**config.mk**
```make
export PLATFORM = sky130hd
export DESIGN_NAME = baudTickGen
export DESIGN_NICKNAME = d
export VERILOG_FILES = /design/src/rtl/rateGenPkg.sv /design/src/rtl/rateAccum.sv /design/src/rtl/rateCtrl.sv /design/src/rtl/baudTickGen.sv
export SDC_FILE = /design/constraint.sdc
export NUM_CORES = 1
export LEC_CHECK = 0
export BUFFER_PORTS_ARGS = -buffer_cell sky130_fd_sc_hd__buf_2
export CAP_MARGIN = 0
export CORE_ASPECT_RATIO = 1.75
export CORE_MARGIN = 4
export CORE_UTILIZATION = 65
export DETAILED_ROUTE_END_ITERATION = 8
export PLACE_DENSITY_LB_ADDON = 0.12
export SETUP_SLACK_MARGIN = 0.02
export SKIP_CTS_REPAIR_TIMING = 1
export SYNTH_ARGS = -nofsm -noshare
export SYNTH_HDL_FRONTEND = slang
export SYNTH_HIERARCHICAL = 1
export SYNTH_SLANG_ARGS = --single-unit
```
**constraint.sdc**
```tcl
create_clock -name clk -period 11.4 [get_ports clk]
set_input_delay 2.28 -clock clk [delete_from_list [all_inputs] [get_ports clk]]
set_output_delay 2.28 -clock clk [all_outputs]
set_load 0.05 [all_outputs]
```
**src/rtl/rateGenPkg.sv**
```systemverilog
package rateGenPkg;
  // strobes issued by the control to the accumulator datapath
  typedef struct packed {
    logic clear;   // zero the accumulator
    logic step;    // add one increment this cycle
    logic wrap;    // subtract the active divisor (tick cycle)
    logic reload;  // capture a new divisor word
  } rateStrobes_t;
endpackage

```
**src/rtl/rateAccum.sv**
```systemverilog
module rateAccum
  import rateGenPkg::*;
#(
  parameter int DIV_W = 16,
  parameter int STEP  = 16
) (
  input  logic             clk,
  input  logic             rstN,
  input  logic [DIV_W-1:0] divIn,
  input  rateStrobes_t     strb,
  output logic             reachFlag,
  output logic             divValid
);
  localparam int ACC_W = DIV_W + 1;

  logic [DIV_W-1:0] activeDiv;
  logic [ACC_W-1:0] acc;
  logic [ACC_W-1:0] sum;

  assign sum       = acc + ACC_W'(STEP);
  assign reachFlag = sum >= {1'b0, activeDiv};
  assign divValid  = activeDiv >= DIV_W'(STEP);

  always_ff @(posedge clk or negedge rstN) begin
    if (!rstN) begin
      acc       <= '0;
      activeDiv <= '0;
    end else begin
      if (strb.clear) begin
        acc <= '0;
      end else if (strb.step) begin
        acc <= strb.wrap ? (sum - {1'b0, activeDiv}) : sum;
      end
      if (strb.reload) begin
        activeDiv <= divIn;
      end
    end
  end

  // phase never reaches the divisor while running
  assert_acc_in_range_R2: assert property (@(posedge clk) disable iff (!rstN)
    divValid |-> (acc < {1'b0, activeDiv}));

  // divisor only moves when the control asks for it
  assert_div_held_R6: assert property (@(posedge clk) disable iff (!rstN)
    !strb.reload |=> $stable(activeDiv));

endmodule

```
**src/rtl/rateCtrl.sv**
```systemverilog
module rateCtrl
  import rateGenPkg::*;
#(
  parameter int OVERSAMPLE = 16
) (
  input  logic         clk,
  input  logic         rstN,
  input  logic         enable,
  input  logic         reachFlag,
  input  logic         divValid,
  output rateStrobes_t strb,
  output logic         ovTick,
  output logic         bitTick
);
  localparam int CNT_W = (OVERSAMPLE > 1) ? $clog2(OVERSAMPLE) : 1;

  logic [CNT_W-1:0] subCnt;
  logic             lastSub;
  logic             running;

  assign running     = enable && divValid;
  assign lastSub     = subCnt == CNT_W'(OVERSAMPLE - 1);
  assign strb.clear  = !running;
  assign strb.step   = running;
  assign strb.wrap   = running && reachFlag;
  assign strb.reload = !running || strb.wrap;

  always_ff @(posedge clk or negedge rstN) begin
    if (!rstN) begin
      subCnt  <= '0;
      ovTick  <= 1'b0;
      bitTick <= 1'b0;
    end else begin
      ovTick  <= strb.wrap;
      bitTick <= strb.wrap && lastSub;
      if (strb.clear) begin
        subCnt <= '0;
      end else if (strb.wrap) begin
        subCnt <= lastSub ? '0 : subCnt + 1'b1;
      end
    end
  end

  assert_bit_with_ov_R3: assert property (@(posedge clk) disable iff (!rstN)
    bitTick |-> ovTick);

  assert_quiet_when_off_R5: assert property (@(posedge clk) disable iff (!rstN)
    !enable |=> (!ovTick && !bitTick));

  assert_no_tick_small_R4: assert property (@(posedge clk) disable iff (!rstN)
    !divValid |=> !ovTick);

endmodule

```
**src/rtl/baudTickGen.sv**
```systemverilog
module baudTickGen
  import rateGenPkg::*;
#(
  parameter int INT_W      = 12,
  parameter int FRAC_W     = 4,
  parameter int OVERSAMPLE = 16
) (
  input  logic                    clk,
  input  logic                    rstN,
  input  logic                    enable,
  input  logic [INT_W+FRAC_W-1:0] divReg,
  output logic                    ovTick,
  output logic                    bitTick
);
  localparam int DIV_W = INT_W + FRAC_W;
  localparam int STEP  = 1 << FRAC_W;

  rateStrobes_t strb;
  logic         reachFlag;
  logic         divValid;

  rateAccum #(.DIV_W(DIV_W), .STEP(STEP)) uAccum (
    .clk       (clk),
    .rstN      (rstN),
    .divIn     (divReg),
    .strb      (strb),
    .reachFlag (reachFlag),
    .divValid  (divValid)
  );

  rateCtrl #(.OVERSAMPLE(OVERSAMPLE)) uCtrl (
    .clk       (clk),
    .rstN      (rstN),
    .enable    (enable),
    .reachFlag (reachFlag),
    .divValid  (divValid),
    .strb      (strb),
    .ovTick    (ovTick),
    .bitTick   (bitTick)
  );

endmodule

```
==> Word level (Yosys, flattened, before mapping) <==
Index checks and enable logic that the tools add are counted.
{ "op_classes": {"magnitude_cmp": 2, "n_reduce_logical": 5, "eq_ne": 2, "n_addsub": 3, "n_mux": 5} }
{ "op_table": {"columns": ["op", "count"], "rows": [
  ["2-to-1 mux 17 bit", 2],
  ["adder 17 x 5 -> 17 bit, second input constant", 1],
  ["greater-or-equal comparator 17 x 16 -> 1 bit", 1],
  ["subtractor 17 x 16 -> 17 bit", 1],
  ["greater-or-equal comparator 16 x 5 -> 1 bit, second input constant", 1],
  ["2-to-1 mux 4 bit", 3],
  ["adder 4 x 1 -> 4 bit, second input constant", 1],
  ["== test 4 bit, second input constant", 1],
  ["logical AND 1 bit", 3],
  ["!= test 2 bit, second input constant", 1],
  ["logical NOT 1 bit", 1],
  ["logical OR 1 bit", 1]
]} }
{ "totals": {"word_cells": 22, "out_inout_bits": 2, "ff_bits": 39} }

==> Longest topological paths before layout <==
Gate-level depths: netlist (run 1).
{ "depth": {"ltp_word": 5, "mapped_depth": 19, "mapped_depth_nobuf": 18} }

==> By module <==
Netlist (run 1), hierarchy kept.
{ "by_module_without_submodules": {"columns": ["mod", "cells_per_inst", "instances", "area_each_um2", "seq_area_each_um2"], "rows": [
  ["rateAccum", 298, 1, 2482.4, 825.8],
  ["rateCtrl", 29, 1, 285.3, 150.1]
]} }

==> Worst setup path after synthesis (run 1) <==
No wires, ideal clock.
{ "synth_timing": {"kind": "register -> register", "startpoint": "register uAccum.acc[4]", "endpoint": "register uAccum.acc[16]", "arrival_ps": 3878, "path_stages_with_launch": 20, "required_ps": 11280, "synth_period_minus_slack_ps": 3998, "path_buffers": 1, "path_slack_ps": 7402, "cell_sequence": "dfrtp_1 ha_1 nand2_1 nor2_1 xor2_1 ha_1 o21ai_0 a21boi_0 o211ai_1 a21oi_1 o21ai_0 o21ai_0 and3_2 clkdlybuf4s15_2 nand2b_1 a221o_1 a31oi_1 xor2_1 a21oi_1 a31o_1"} }
{ "synth_lines": {"columns": ["item", "line_no", "rtl"], "rows": [
  ["start: declaration", "rateAccum.sv:17", "logic [ACC_W-1:0] acc;"],
  ["start signal: assignment", "rateAccum.sv:32", "acc <= strb.wrap ? (sum - {1'b0, activeDiv}) : sum;"]
]} }

==> reports/summary.txt, run 1 <==
RUN STATUS
--------------------------------------------------------------------------------
Outcome                                                             finished, final reports clean

PLACE
--------------------------------------------------------------------------------
Placed Instances                                                             384
Post-placement worst setup slack                                        6.885 ns
Post-detailed-placement cell area                                     2867 sq um
Number of buffer cells added on primary ports                                 20
Placer's final routability congestion estimate                            0.8941
Placed wire-length estimate                                         4949 microns

FLOORPLANNING
--------------------------------------------------------------------------------
Chip width                                                          57.33 microns
I/O pin total                                                                 21
Starting utilization of the core area                                     0.6732
Die area                                                              5407 sq um
# rows                                                                        31
Height of the chip                                                  94.32 microns
Area of the core region                                               4111 sq um

CTS
--------------------------------------------------------------------------------
Number of buffers added by the clock tree synthesis step                       5
Maximum level of the CTS H-tree                                                2
Clock network latency to the later pin of the worst-skew pair            0.30 ns
Longest Clk Path Bufs                                                          2
TritonCTS clock tree                                                         yes
Clock-pin slew on the worst setup and hold paths                         0.07 ns
Clock sink count                                                              39
Buffer cell driving the clock tree root                             sky130_fd_sc_hd__clkbuf_8

TIMING
--------------------------------------------------------------------------------
Sum Neg Setup Slack                                                         0 ns
Worst Slack Setup Final                                                 6.743 ns
Share of the clock period used by the worst path after layout             0.4085
Relative slew margins                                                     0.4340
RSZ-0062 raised after global routing                                       false
Highest attainable clock frequency                                    0.2147 GHz
Number of slew-limit violations in the final report                            0
Worst-margin pin slew                                                  0.8490 ns
Hold WS                                                                0.5224 ns
Finish-stage setup viols                                                       0
Worst-case clock skew                                                0.005478 ns
Final hold vios                                                                0
Shortest period the worst path allows                                   4.657 ns

ROUTE
--------------------------------------------------------------------------------
Met3 wire length                                                     331 microns
Routed length on met2                                               3232 microns
WL met1                                                             2636 microns
Routed Antenna Nets                                                            0
Via count                                                                   2361
Total DRC errors in the routed layout                                          0
Detailed-route wire length per cell                                 16.43 microns
First-pass detailed-route iteration total                                      4
Topmost layer with routed signal wires                                      met4
1st-iter DRT viols                                                           127
Total wire length after detailed routing                            6442 microns
Mean number of vias per cell                                               6.023

FINAL LAYOUT
--------------------------------------------------------------------------------
Share of the core filled with cells                                       0.7258
Final std cell area, no fill                                          2984 sq um
Post-route non-filler standard cell count                                    392
Fill cell count                                                              358
Number of nets at the end of the flow                                        380
Area grow syn2layout                                                      7.821%
Number of antenna repair diodes                                                0
Fraction of final layout cells sized beyond drive strength 1              0.1166

PWR
--------------------------------------------------------------------------------
Part of the total power dissipated in sequential elements                  0.433
Internal portion of total power                                         246.6 uW
Combinational cell fraction of total power                                 0.223
Peak supply drop                                                    0.00009141 V
Switching power as a share of total power                                 0.2882
Clock Power Share                                                          0.344
Reported leakage power                                                  1.444 nW
Total power after layout                                                346.4 uW
Power per Cell Area                                                 116.1 nW/um^2
Switching power                                                         99.81 uW

SYNTH
--------------------------------------------------------------------------------
Share of synthesized flip-flops with an asynchronous set or reset          1.000
Cell with the most instances after synthesis                        sky130_fd_sc_hd__dfrtp_1
Cell taking the most area after synthesis                           sky130_fd_sc_hd__dfrtp_1
Area share of the leading cell type in the synthesized netlist            0.3526
Commonest cells in the netlist                                      sky130_fd_sc_hd__dfrtp_1 (39), sky130_fd_sc_hd__nand2_1 (34), sky130_fd_sc_hd__nor2_1 (31)
Syn. warnings                                                                  6
Number of instances in the synthesized netlist                               327
Synthesis-stage register bit count                                            39
Number of nets produced by synthesis                                         365
Ranking of synthesized cells by area                                sky130_fd_sc_hd__dfrtp_1 (35%), sky130_fd_sc_hd__ha_1 (8.1%), sky130_fd_sc_hd__o21ai_0 (5.1%), sky130_fd_sc_hd__nand2_1 (4.6%), sky130_fd_sc_hd__nor2_1 (4.2%)
Number of flops mapped to enable cells by yosys                                0
Post-synthesis instance area                                          2768 sq um
Top flip-flop cell by instance count after synthesis                sky130_fd_sc_hd__dfrtp_1
Mapped Avg Cell Area                                                 8.464 sq um
Sequential cell area fraction in the yosys report                         0.3526
Synth cell types                                                              50

GRT
--------------------------------------------------------------------------------
Maximum number of pins on one net before global-route repair                  40
Number of antenna violations at the first check in global routing              0
Global-route wire length before repair                              10980 microns
GRT Total Usage                                                           0.2653
Vias in the first global route                                              2340
Aggregate global routing overflow                                              0

WORST SETUP PATH
--------------------------------------------------------------------------------
Nature of the critical path endpoint                                    register
CP Max Fanout                                                                 19
Crit path required time                                                 11.59 ns
Critical Path AT                                                         4.84 ns
Cell depth of the worst flop-to-flop path                                     18
Class of the most critical setup path                               register to register
Startpoint type of the worst setup path                                 register

HOLD PATH
--------------------------------------------------------------------------------
Kind of path behind the tightest hold check                         register to register
Cell depth of the worst min-delay path                                         2

FLOW RUN
--------------------------------------------------------------------------------
Maxcap violations                                                              0

==> metal layers <==
metal,global-route usage,vias up
li1,-,1181
met1,0.3163,1099
met2,0.4494,61
met3,0.04677,20
met4,0.1373,0
met5,0,-
==> layout make-up <==
type / count / area [sq um] / share of cell area
multi-input cells: 250 / 1628 / 0.5455
flip-flops and latches: 39 / 975.9 / 0.3270
well taps: 49 / 61.31 / 0.02055
repair buffers: 21 / 107.6 / 0.03606
inverters: 25 / 93.84 / 0.03145
clock buffers: 6 / 82.58 / 0.02767
clock inverters: 2 / 35.03 / 0.01174
==> power by group through the flow <==
stage	sequential (mW)	clock, mW	combinational [mW]
global placement	0.152	0	0.0750
floorplan	0.151	0	0.0579
finish	0.150	0.119	0.0774
CTS	0.150	0.122	0.0766
detailed placement	0.153	0	0.0756
global route	0.151	0.129	0.0863
==> sequential cells by signal, summed over array words and instances, names as in the netlist <==
name,cells
uCtrl/bitTick,1
uCtrl/subCnt,4
uAccum/acc,17
uAccum/activeDiv,16
uCtrl/ovTick,1
==> path summary, 6_finish.rpt <==
kind / start / to / slack, ns
setup / recovery: uAccum/acc[4] / uAccum/acc[16] / 6.74
min in group asynchronous: rstN / uAccum/activeDiv[1] / 2.08
hold reg to reg: uAccum/acc[0] / uAccum/acc[0] / 0.52
setup reg to reg: uAccum/acc[4] / uAccum/acc[16] / 6.74
max in group asynchronous: rstN / uAccum/acc[9] / 8.78
hold / removal: uAccum/acc[0] / uAccum/acc[0] / 0.52
==> critical path: stages, from the launching register on <==
cell,delay [ns]
sky130_fd_sc_hd__dfrtp_1,0.44
sky130_fd_sc_hd__ha_1,0.26
sky130_fd_sc_hd__nand2_1,0.14
sky130_fd_sc_hd__nor2_1,0.20
sky130_fd_sc_hd__xor2_1,0.11
sky130_fd_sc_hd__ha_1,0.37
sky130_fd_sc_hd__o21ai_0,0.13
sky130_fd_sc_hd__a21boi_0,0.20
sky130_fd_sc_hd__o211ai_1,0.10
sky130_fd_sc_hd__a21oi_1,0.18
sky130_fd_sc_hd__o21ai_0,0.17
sky130_fd_sc_hd__o21ai_0,0.67
sky130_fd_sc_hd__and3_2,0.53
sky130_fd_sc_hd__nand2b_1,0.10
sky130_fd_sc_hd__a221o_1,0.27
sky130_fd_sc_hd__a31oi_1,0.17
sky130_fd_sc_hd__xor2_1,0.21
sky130_fd_sc_hd__a21oi_1,0.10
sky130_fd_sc_hd__a31o_1,0.21
==> layout by cell type (no fill, tap or decap), types with 2 or more instances in the layout <==
master / n
sky130_fd_sc_hd__dfrtp_1: 39
sky130_fd_sc_hd__nand2_1: 34
sky130_fd_sc_hd__nor2_1: 31
sky130_fd_sc_hd__o21ai_0: 28
sky130_fd_sc_hd__inv_1: 25
sky130_fd_sc_hd__buf_2: 20
sky130_fd_sc_hd__a21oi_1: 19
sky130_fd_sc_hd__ha_1: 18
sky130_fd_sc_hd__nand3_1: 14
sky130_fd_sc_hd__xnor2_1: 13
sky130_fd_sc_hd__xor2_1: 12
sky130_fd_sc_hd__nor3_1: 7
sky130_fd_sc_hd__clkbuf_8: 6
sky130_fd_sc_hd__nor4_1: 6
sky130_fd_sc_hd__a21o_1: 5
sky130_fd_sc_hd__nand2b_1: 5
sky130_fd_sc_hd__o21a_1: 5
sky130_fd_sc_hd__nand4_1: 4
sky130_fd_sc_hd__a31oi_1: 4
sky130_fd_sc_hd__a211oi_1: 4
sky130_fd_sc_hd__mux2i_1: 4
sky130_fd_sc_hd__and3_1: 3
sky130_fd_sc_hd__nor2b_1: 3
sky130_fd_sc_hd__a221oi_1: 3
sky130_fd_sc_hd__a21boi_0: 2
sky130_fd_sc_hd__or3_1: 2
sky130_fd_sc_hd__and3_2: 2
sky130_fd_sc_hd__a222oi_1: 2
sky130_fd_sc_hd__nand3b_1: 2
==> logic make-up after synthesis <==
group	after synthesis	synth area share
simple gates	118	0.2030
compound gates	83	0.1989
flops	39	0.3526
buf+inv	38	0.05922
xor+xnor	25	0.07911
fa+ha+maj	19	0.08861
mux	5	0.01854
No activity file was read; power rests on OpenSTA's default activity.
==> run 2: changes to the inputs <==
Settings changed: CORE_UTILIZATION 65 to 60.
Clock period 11.4 ns to 4.3 ns, I/O delays scaled along.
==> run 2 against run 1 <==
  * Setup slack worse by 6.3 ns
  * Clock skew is 0.0018 ns higher
  * Global-route usage decreased by 1.6 points
  * Die area grew 7.4%
  * Largest cell class unchanged
  * Largest power group unchanged
==> reports/summary.txt, run 2 (synthesized netlist as in run 1, its figures left out) <==
PWR
--------------------------------------------------------------------------------
Peak supply drop                                                     0.0002013 V   was 0.00009141 V
Reported leakage power                                                  1.455 nW   was 1.444 nW
Power per Cell Area                                                 303.7 nW/um^2   was 116.1 nW/um^2

CTS
--------------------------------------------------------------------------------
Maximum level of the CTS H-tree                                                2   unchanged
TritonCTS clock tree                                                         yes   unchanged
Clock-pin slew on the worst setup and hold paths                         0.08 ns   was 0.07 ns
Clock network latency to the later pin of the worst-skew pair            0.29 ns   was 0.30 ns
Longest Clk Path Bufs                                                          2   unchanged
Buffer cell driving the clock tree root                             sky130_fd_sc_hd__clkbuf_8   unchanged
Number of buffers added by the clock tree synthesis step                       5   unchanged
Clock sink count                                                              39   unchanged

PLACE
--------------------------------------------------------------------------------
Post-placement worst setup slack                                       0.3746 ns   was 6.885 ns
Placed Instances                                                             389   was 384
Post-detailed-placement cell area                                     2892 sq um   was 2867 sq um
Placed wire-length estimate                                         5131 microns   was 4949 microns
Placer's final routability congestion estimate                            0.9452   was 0.8941
Number of buffer cells added on primary ports                                 20   unchanged

TIMING
--------------------------------------------------------------------------------
Finish-stage setup viols                                                       0   unchanged
Worst-margin pin slew                                                  0.8617 ns   was 0.8490 ns
Worst Slack Setup Final                                                0.4295 ns   was 6.743 ns
Share of the clock period used by the worst path after layout             0.9001   was 0.4085
Sum Neg Setup Slack                                                         0 ns   unchanged
Highest attainable clock frequency                                    0.2584 GHz   was 0.2147 GHz
Relative slew margins                                                     0.4255   was 0.4340
Shortest period the worst path allows                                   3.871 ns   was 4.657 ns
Worst-case clock skew                                                0.007299 ns   was 0.005478 ns
Number of slew-limit violations in the final report                            0   unchanged
Hold WS                                                                0.5277 ns   was 0.5224 ns
RSZ-0062 raised after global routing                                       false   unchanged
Final hold vios                                                                0   unchanged

FINAL LAYOUT
--------------------------------------------------------------------------------
Commonest non-fill, non-tap cell in the layout                      sky130_fd_sc_hd__dfrtp_1   unchanged
Area grow syn2layout                                                      8.680%   was 7.821%
Largest register FFs                                                          17   unchanged
Number of nets at the end of the flow                                        383   was 380
Biggest register                                                      uAccum/acc   unchanged
Top Registers                                                       uAccum/acc (17), uAccum/activeDiv (16), uCtrl/subCnt (4)   unchanged
Fill cell count                                                              380   was 358
Fraction of final layout cells sized beyond drive strength 1              0.1243   was 0.1166
Post-route non-filler standard cell count                                    397   was 392
Most frequent cells in the layout                                   sky130_fd_sc_hd__dfrtp_1 (39), sky130_fd_sc_hd__nand2_1 (34), sky130_fd_sc_hd__nor2_1 (31), sky130_fd_sc_hd__o21ai_0 (27), sky130_fd_sc_hd__inv_1 (25)   was sky130_fd_sc_hd__dfrtp_1 (39), sky130_fd_sc_hd__nand2_1 (34), sky130_fd_sc_hd__nor2_1 (31), sky130_fd_sc_hd__o21ai_0 (28), sky130_fd_sc_hd__inv_1 (25)
Final std cell area, no fill                                          3008 sq um   was 2984 sq um
Number of antenna repair diodes                                                0   unchanged

ROUTE
--------------------------------------------------------------------------------
Mean number of vias per cell                                               6.154   was 6.023
Detailed-route wire length per cell                                 16.91 microns   was 16.43 microns
Total DRC errors in the routed layout                                          0   unchanged
1st-iter DRT viols                                                           164   was 127
Routed Antenna Nets                                                            0   unchanged
First-pass detailed-route iteration total                                      5   was 4
Total wire length after detailed routing                            6714 microns   was 6442 microns
Via count                                                                   2443   was 2361

WORST SETUP PATH
--------------------------------------------------------------------------------
Cell type of the slowest stage on the worst timing path             sky130_fd_sc_hd__dfrtp_1   was sky130_fd_sc_hd__o21ai_0
Class of the most critical setup path                               register to register   unchanged
Crit path buf inv count                                                        0   unchanged
Critical Path AT                                                         4.06 ns   was 4.84 ns
Critical path's largest stage delay                                      0.43 ns   was 0.67 ns
Startpoint type of the worst setup path                                 register   unchanged
CP Max Fanout                                                                 12   was 19
Crit path required time                                                  4.49 ns   was 11.59 ns
Number of stages on the worst setup path                                      18   unchanged
Cell depth of the worst flop-to-flop path                                     18   unchanged
Series of cell instances along the critical path                    ha_1 > nand2_1 > nor2_1 > xor2_1 > ha_1 > o21ai_0 > a21boi_0 > o211ai_1 > a21oi_1 > o21ai_0 > o21ai_1 > and3_4 > nand2b_1 > a221o_1 > a31oi_1 > xor2_1 > a21oi_1 > a31o_1   was ha_1 > nand2_1 > nor2_1 > xor2_1 > ha_1 > o21ai_0 > a21boi_0 > o211ai_1 > a21oi_1 > o21ai_0 > o21ai_0 > and3_2 > nand2b_1 > a221o_1 > a31oi_1 > xor2_1 > a21oi_1 > a31o_1
Nature of the critical path endpoint                                    register   unchanged
Kind of cell with the highest combined delay on the critical path   compound AO/OA/AOI/OAI gates   unchanged

FLOORPLANNING
--------------------------------------------------------------------------------
Area of the core region                                               4444 sq um   was 4111 sq um
Height of the chip                                                  97.85 microns   was 94.32 microns
Chip width                                                          59.34 microns   was 57.33 microns
Starting utilization of the core area                                     0.6227   was 0.6732
# rows                                                                        32   was 31
I/O pin total                                                                 21   unchanged
Die area                                                              5806 sq um   was 5407 sq um

GRT
--------------------------------------------------------------------------------
Number of antenna violations at the first check in global routing              0   unchanged
Aggregate global routing overflow                                              0   unchanged
Vias in the first global route                                              2444   was 2340
GRT Total Usage                                                           0.2489   was 0.2653
Maximum number of pins on one net before global-route repair                  40   unchanged
Global-route wire length before repair                              11060 microns   was 10980 microns

RUN STATUS
--------------------------------------------------------------------------------
Outcome                                                             finished, final reports clean   unchanged

HOLD PATH
--------------------------------------------------------------------------------
Kind of path behind the tightest hold check                         register to register   unchanged
Cell depth of the worst min-delay path                                         2   unchanged

FLOW RUN
--------------------------------------------------------------------------------
Maxcap violations                                                              0   unchanged

run 2: report_power, final:
group / switching, mW / internal [mW] / total, mW / leakage (nW)
Sequential: 0.0118 / 0.384 / 0.396 / 0.513
Clock: 0.135 / 0.173 / 0.308 / 0.0581
Combinational: 0.127 / 0.0824 / 0.209 / 0.884
Total: 0.274 / 0.640 / 0.913 / 1.46
run 2: metrics by stage:
step / util / total power [mW]
finish: 0.6768 / 0.9135
global route: 0.6768 / 0.9625
CTS: 0.6760 / 0.9217
detailed placement: 0.6506 / 0.6084
global placement: 0.6506 / 0.6066
floorplan: - / 0.5538
run 2: tightest hold or removal path, delay by kind of cell (launching register included):
family,cells,cell delay [ns]
flops,1,0.35
compound gates,1,0.06
simple gates,1,0.07
run 2: cell type report:
class	count	area, sq um	share of cell area
multi-input combinational	250	1632	0.5424
clock buffer	5	68.82	0.02288
timing repair buffer	24	130.1	0.04326
inverter	25	93.84	0.03120
clock inverter	3	43.79	0.01456
sequential	39	975.9	0.3245
tap	51	63.81	0.02121
run 2: layer usage:
layer  GRT usage  vias up  share of wire
li1            -     1187              -
met1      0.2855     1138           0.39
met2      0.4170       91           0.51
met3     0.04762       27          0.054
met4      0.1361        0          0.051
met5           0        -              0
run 2: path summary, 6_finish.rpt:
kind	startpoint	end	slack, ns
worst min-delay path	uAccum/acc[0]	uAccum/acc[0]	0.53
min in group asynchronous	rstN	uAccum/activeDiv[4]	0.67
worst min register to register	uAccum/acc[0]	uAccum/acc[0]	0.53
max in group asynchronous	rstN	uAccum/acc[4]	3.08
worst max-delay path	uAccum/acc[4]	uAccum/acc[16]	0.43
worst max register to register	uAccum/acc[4]	uAccum/acc[16]	0.43
==> run 3: changes to the inputs <==
Settings changed: CORE_MARGIN 4 to default.
==> run 3 against run 2 <==
  * Combinational power about the same
  * Non-clock buffer count is 1 higher
  * Flip-flop and latch count unchanged
  * Die area down 16%
  * Largest cell class unchanged
  * Via count unchanged
  * Routed wire length increased by 2.1%
  * Hold slack lost 0.0057 ns
==> reports/summary.txt, run 3 (synthesized netlist as in run 1, its figures left out) <==
CTS
--------------------------------------------------------------------------------
Longest Clk Path Bufs                                                          2   unchanged
Clock-pin slew on the worst setup and hold paths                         0.07 ns   was 0.08 ns
Buffer cell driving the clock tree root                             sky130_fd_sc_hd__clkbuf_8   unchanged
TritonCTS clock tree                                                         yes   unchanged
Clock network latency to the later pin of the worst-skew pair            0.29 ns   about the same
Clock sink count                                                              39   unchanged
Maximum level of the CTS H-tree                                                2   unchanged
Number of buffers added by the clock tree synthesis step                       5   unchanged

FINAL LAYOUT
--------------------------------------------------------------------------------
Fill cell count                                                              370   was 380
Commonest non-fill, non-tap cell in the layout                      sky130_fd_sc_hd__dfrtp_1   unchanged
Area grow syn2layout                                                      8.047%   was 8.680%
Number of nets at the end of the flow                                        384   was 383
Fraction of final layout cells sized beyond drive strength 1              0.1243   unchanged
Number of antenna repair diodes                                                0   unchanged
Most frequent cells in the layout                                   sky130_fd_sc_hd__dfrtp_1 (39), sky130_fd_sc_hd__nand2_1 (34), sky130_fd_sc_hd__nor2_1 (31), sky130_fd_sc_hd__o21ai_0 (27), sky130_fd_sc_hd__inv_1 (25)   unchanged
Largest register FFs                                                          17   unchanged
Top Registers                                                       uAccum/acc (17), uAccum/activeDiv (16), uCtrl/subCnt (4)   unchanged
Biggest register                                                      uAccum/acc   unchanged

TIMING
--------------------------------------------------------------------------------
Final hold vios                                                                0   unchanged
Number of slew-limit violations in the final report                            0   unchanged
RSZ-0062 raised after global routing                                       false   unchanged
Sum Neg Setup Slack                                                         0 ns   unchanged
Hold WS                                                                0.5221 ns   was 0.5277 ns
Finish-stage setup viols                                                       0   unchanged
Shortest period the worst path allows                                   3.847 ns   was 3.871 ns
Worst-margin pin slew                                                  0.8601 ns   was 0.8617 ns
Highest attainable clock frequency                                    0.2599 GHz   was 0.2584 GHz
Relative slew margins                                                     0.4266   was 0.4255
Worst-case clock skew                                                0.004964 ns   was 0.007299 ns
Share of the clock period used by the worst path after layout             0.8948   was 0.9001

WORST SETUP PATH
--------------------------------------------------------------------------------
CP Max Fanout                                                                 12   unchanged
Critical Path AT                                                         4.03 ns   was 4.06 ns
Class of the most critical setup path                               register to register   unchanged
Crit path required time                                                  4.48 ns   was 4.49 ns
Nature of the critical path endpoint                                    register   unchanged
Beginning of the worst register-to-register path                    uAccum/acc[4]   unchanged
Cell depth of the worst flop-to-flop path                                     18   unchanged
Worst R2R Setup Slack                                                    0.45 ns   was 0.43 ns
Startpoint type of the worst setup path                                 register   unchanged
Worst r2r dst                                                       uAccum/acc[16]   unchanged

GRT
--------------------------------------------------------------------------------
Vias in the first global route                                              2395   was 2444
GRT Total Usage                                                           0.2993   was 0.2489
Global-route wire length before repair                              10650 microns   was 11060 microns
Number of antenna violations at the first check in global routing              0   unchanged
Maximum number of pins on one net before global-route repair                  40   unchanged
Aggregate global routing overflow                                              0   unchanged

FLOW RUN
--------------------------------------------------------------------------------
Maxcap violations                                                              0   unchanged

ROUTE
--------------------------------------------------------------------------------
1st-iter DRT viols                                                            85   was 164
Mean number of vias per cell                                               6.154   unchanged
First-pass detailed-route iteration total                                      6   was 5
Total DRC errors in the routed layout                                          0   unchanged
Total wire length after detailed routing                            6856 microns   was 6714 microns
Routed Antenna Nets                                                            0   unchanged
Detailed-route wire length per cell                                 17.27 microns   was 16.91 microns
Via count                                                                   2443   unchanged

HOLD PATH
--------------------------------------------------------------------------------
Cell depth of the worst min-delay path                                         2   unchanged
Worst Hold Endpoint                                                 uAccum/acc[0]   unchanged
Startpoint of the lowest-slack hold path                            uAccum/acc[0]   unchanged
Kind of path behind the tightest hold check                         register to register   unchanged

FLOORPLANNING
--------------------------------------------------------------------------------
# rows                                                                        32   unchanged
Area of the core region                                               4404 sq um   was 4444 sq um
Starting utilization of the core area                                     0.6284   was 0.6227
Chip width                                                          53.34 microns   was 59.34 microns
Height of the chip                                                  91.85 microns   was 97.85 microns
I/O pin total                                                                 21   unchanged
Die area                                                              4899 sq um   was 5806 sq um

PWR
--------------------------------------------------------------------------------
Peak supply drop                                                     0.0002356 V   was 0.0002013 V
Power per Cell Area                                                 286.5 nW/um^2   was 303.7 nW/um^2
Reported leakage power                                                  1.448 nW   was 1.455 nW
Total power after layout                                                856.8 uW   was 913.5 uW

PLACE
--------------------------------------------------------------------------------
Number of buffer cells added on primary ports                                 20   unchanged
Placed wire-length estimate                                         5172 microns   was 5131 microns
Placer's final routability congestion estimate                            0.9773   was 0.9452

RUN STATUS
--------------------------------------------------------------------------------
Outcome                                                             finished, final reports clean   unchanged

[run 3: report_power, final]
part	internal (mW)	switching, mW	leakage (nW)
Sequential	0.385	0.0124	0.513
Combinational	0.0828	0.128	0.889
Clock	0.126	0.123	0.0470
[run 3: per-stage QoR]
| step | worst slack, ns | cells | utilization | area (sq um) |
|---|---|---|---|---|
| after global routing | 0.09712 | 397 | 0.6790 | 2990 |
| after global placement | 0.5325 | 390 | 0.6582 | 2899 |
| after CTS | 0.3915 | 397 | 0.6781 | 2987 |
| final | 0.4525 | 397 | 0.6790 | 2990 |
| after floorplan | 0.3019 | 327 | - | 2768 |
| after detailed placement | 0.4156 | 390 | 0.6582 | 2899 |
[run 3: worst max path at each step]
stage | from | to | depth (start not counted)
3_3_place_gp | uAccum/acc[4] | uAccum/acc[16] | 18
5_1_grt | uAccum/acc[4] | uAccum/acc[16] | 18
3_5_place_dp | uAccum/acc[4] | uAccum/acc[16] | 18
4_1_cts | uAccum/acc[4] | uAccum/acc[16] | 18
2_1_floorplan | uAccum/acc[4] | uAccum/acc[16] | 19
6_report | uAccum/acc[4] | uAccum/acc[16] | 18
[run 3: metal layers]
metal,track usage,share of wire,vias to the layer above
li1,-,-,1186
met3,0.04809,0.047,22
met5,0,0,-
met1,0.3266,0.39,1160
met4,0.1798,0.035,0
met2,0.5115,0.52,75
[run 3: final cells by class]
cell class,count,area (sq um),area share
sequential,39,975.9,0.3264
clock buffer,6,82.58,0.02762
clock inverter,1,5.005,0.001674
inverter,25,93.84,0.03138
timing repair buffer,25,137.6,0.04603
multi-input combinational,250,1632,0.5456
tap,51,63.81,0.02134
[run 3: worst max-delay path: stages (launching register included)]
cell	delay (ns)
sky130_fd_sc_hd__dfrtp_1	0.43
sky130_fd_sc_hd__ha_1	0.27
sky130_fd_sc_hd__nand2_1	0.17
sky130_fd_sc_hd__nor2_1	0.09
sky130_fd_sc_hd__xor2_1	0.16
sky130_fd_sc_hd__ha_1	0.36
sky130_fd_sc_hd__o21ai_0	0.13
sky130_fd_sc_hd__a21boi_0	0.19
sky130_fd_sc_hd__o211ai_1	0.09
sky130_fd_sc_hd__a21oi_1	0.18
sky130_fd_sc_hd__o21ai_0	0.17
sky130_fd_sc_hd__o21ai_1	0.19
sky130_fd_sc_hd__and3_4	0.31
sky130_fd_sc_hd__nand2b_1	0.08
sky130_fd_sc_hd__a221o_1	0.26
sky130_fd_sc_hd__a31oi_1	0.17
sky130_fd_sc_hd__xor2_1	0.21
sky130_fd_sc_hd__a21oi_1	0.09
sky130_fd_sc_hd__a31o_1	0.20
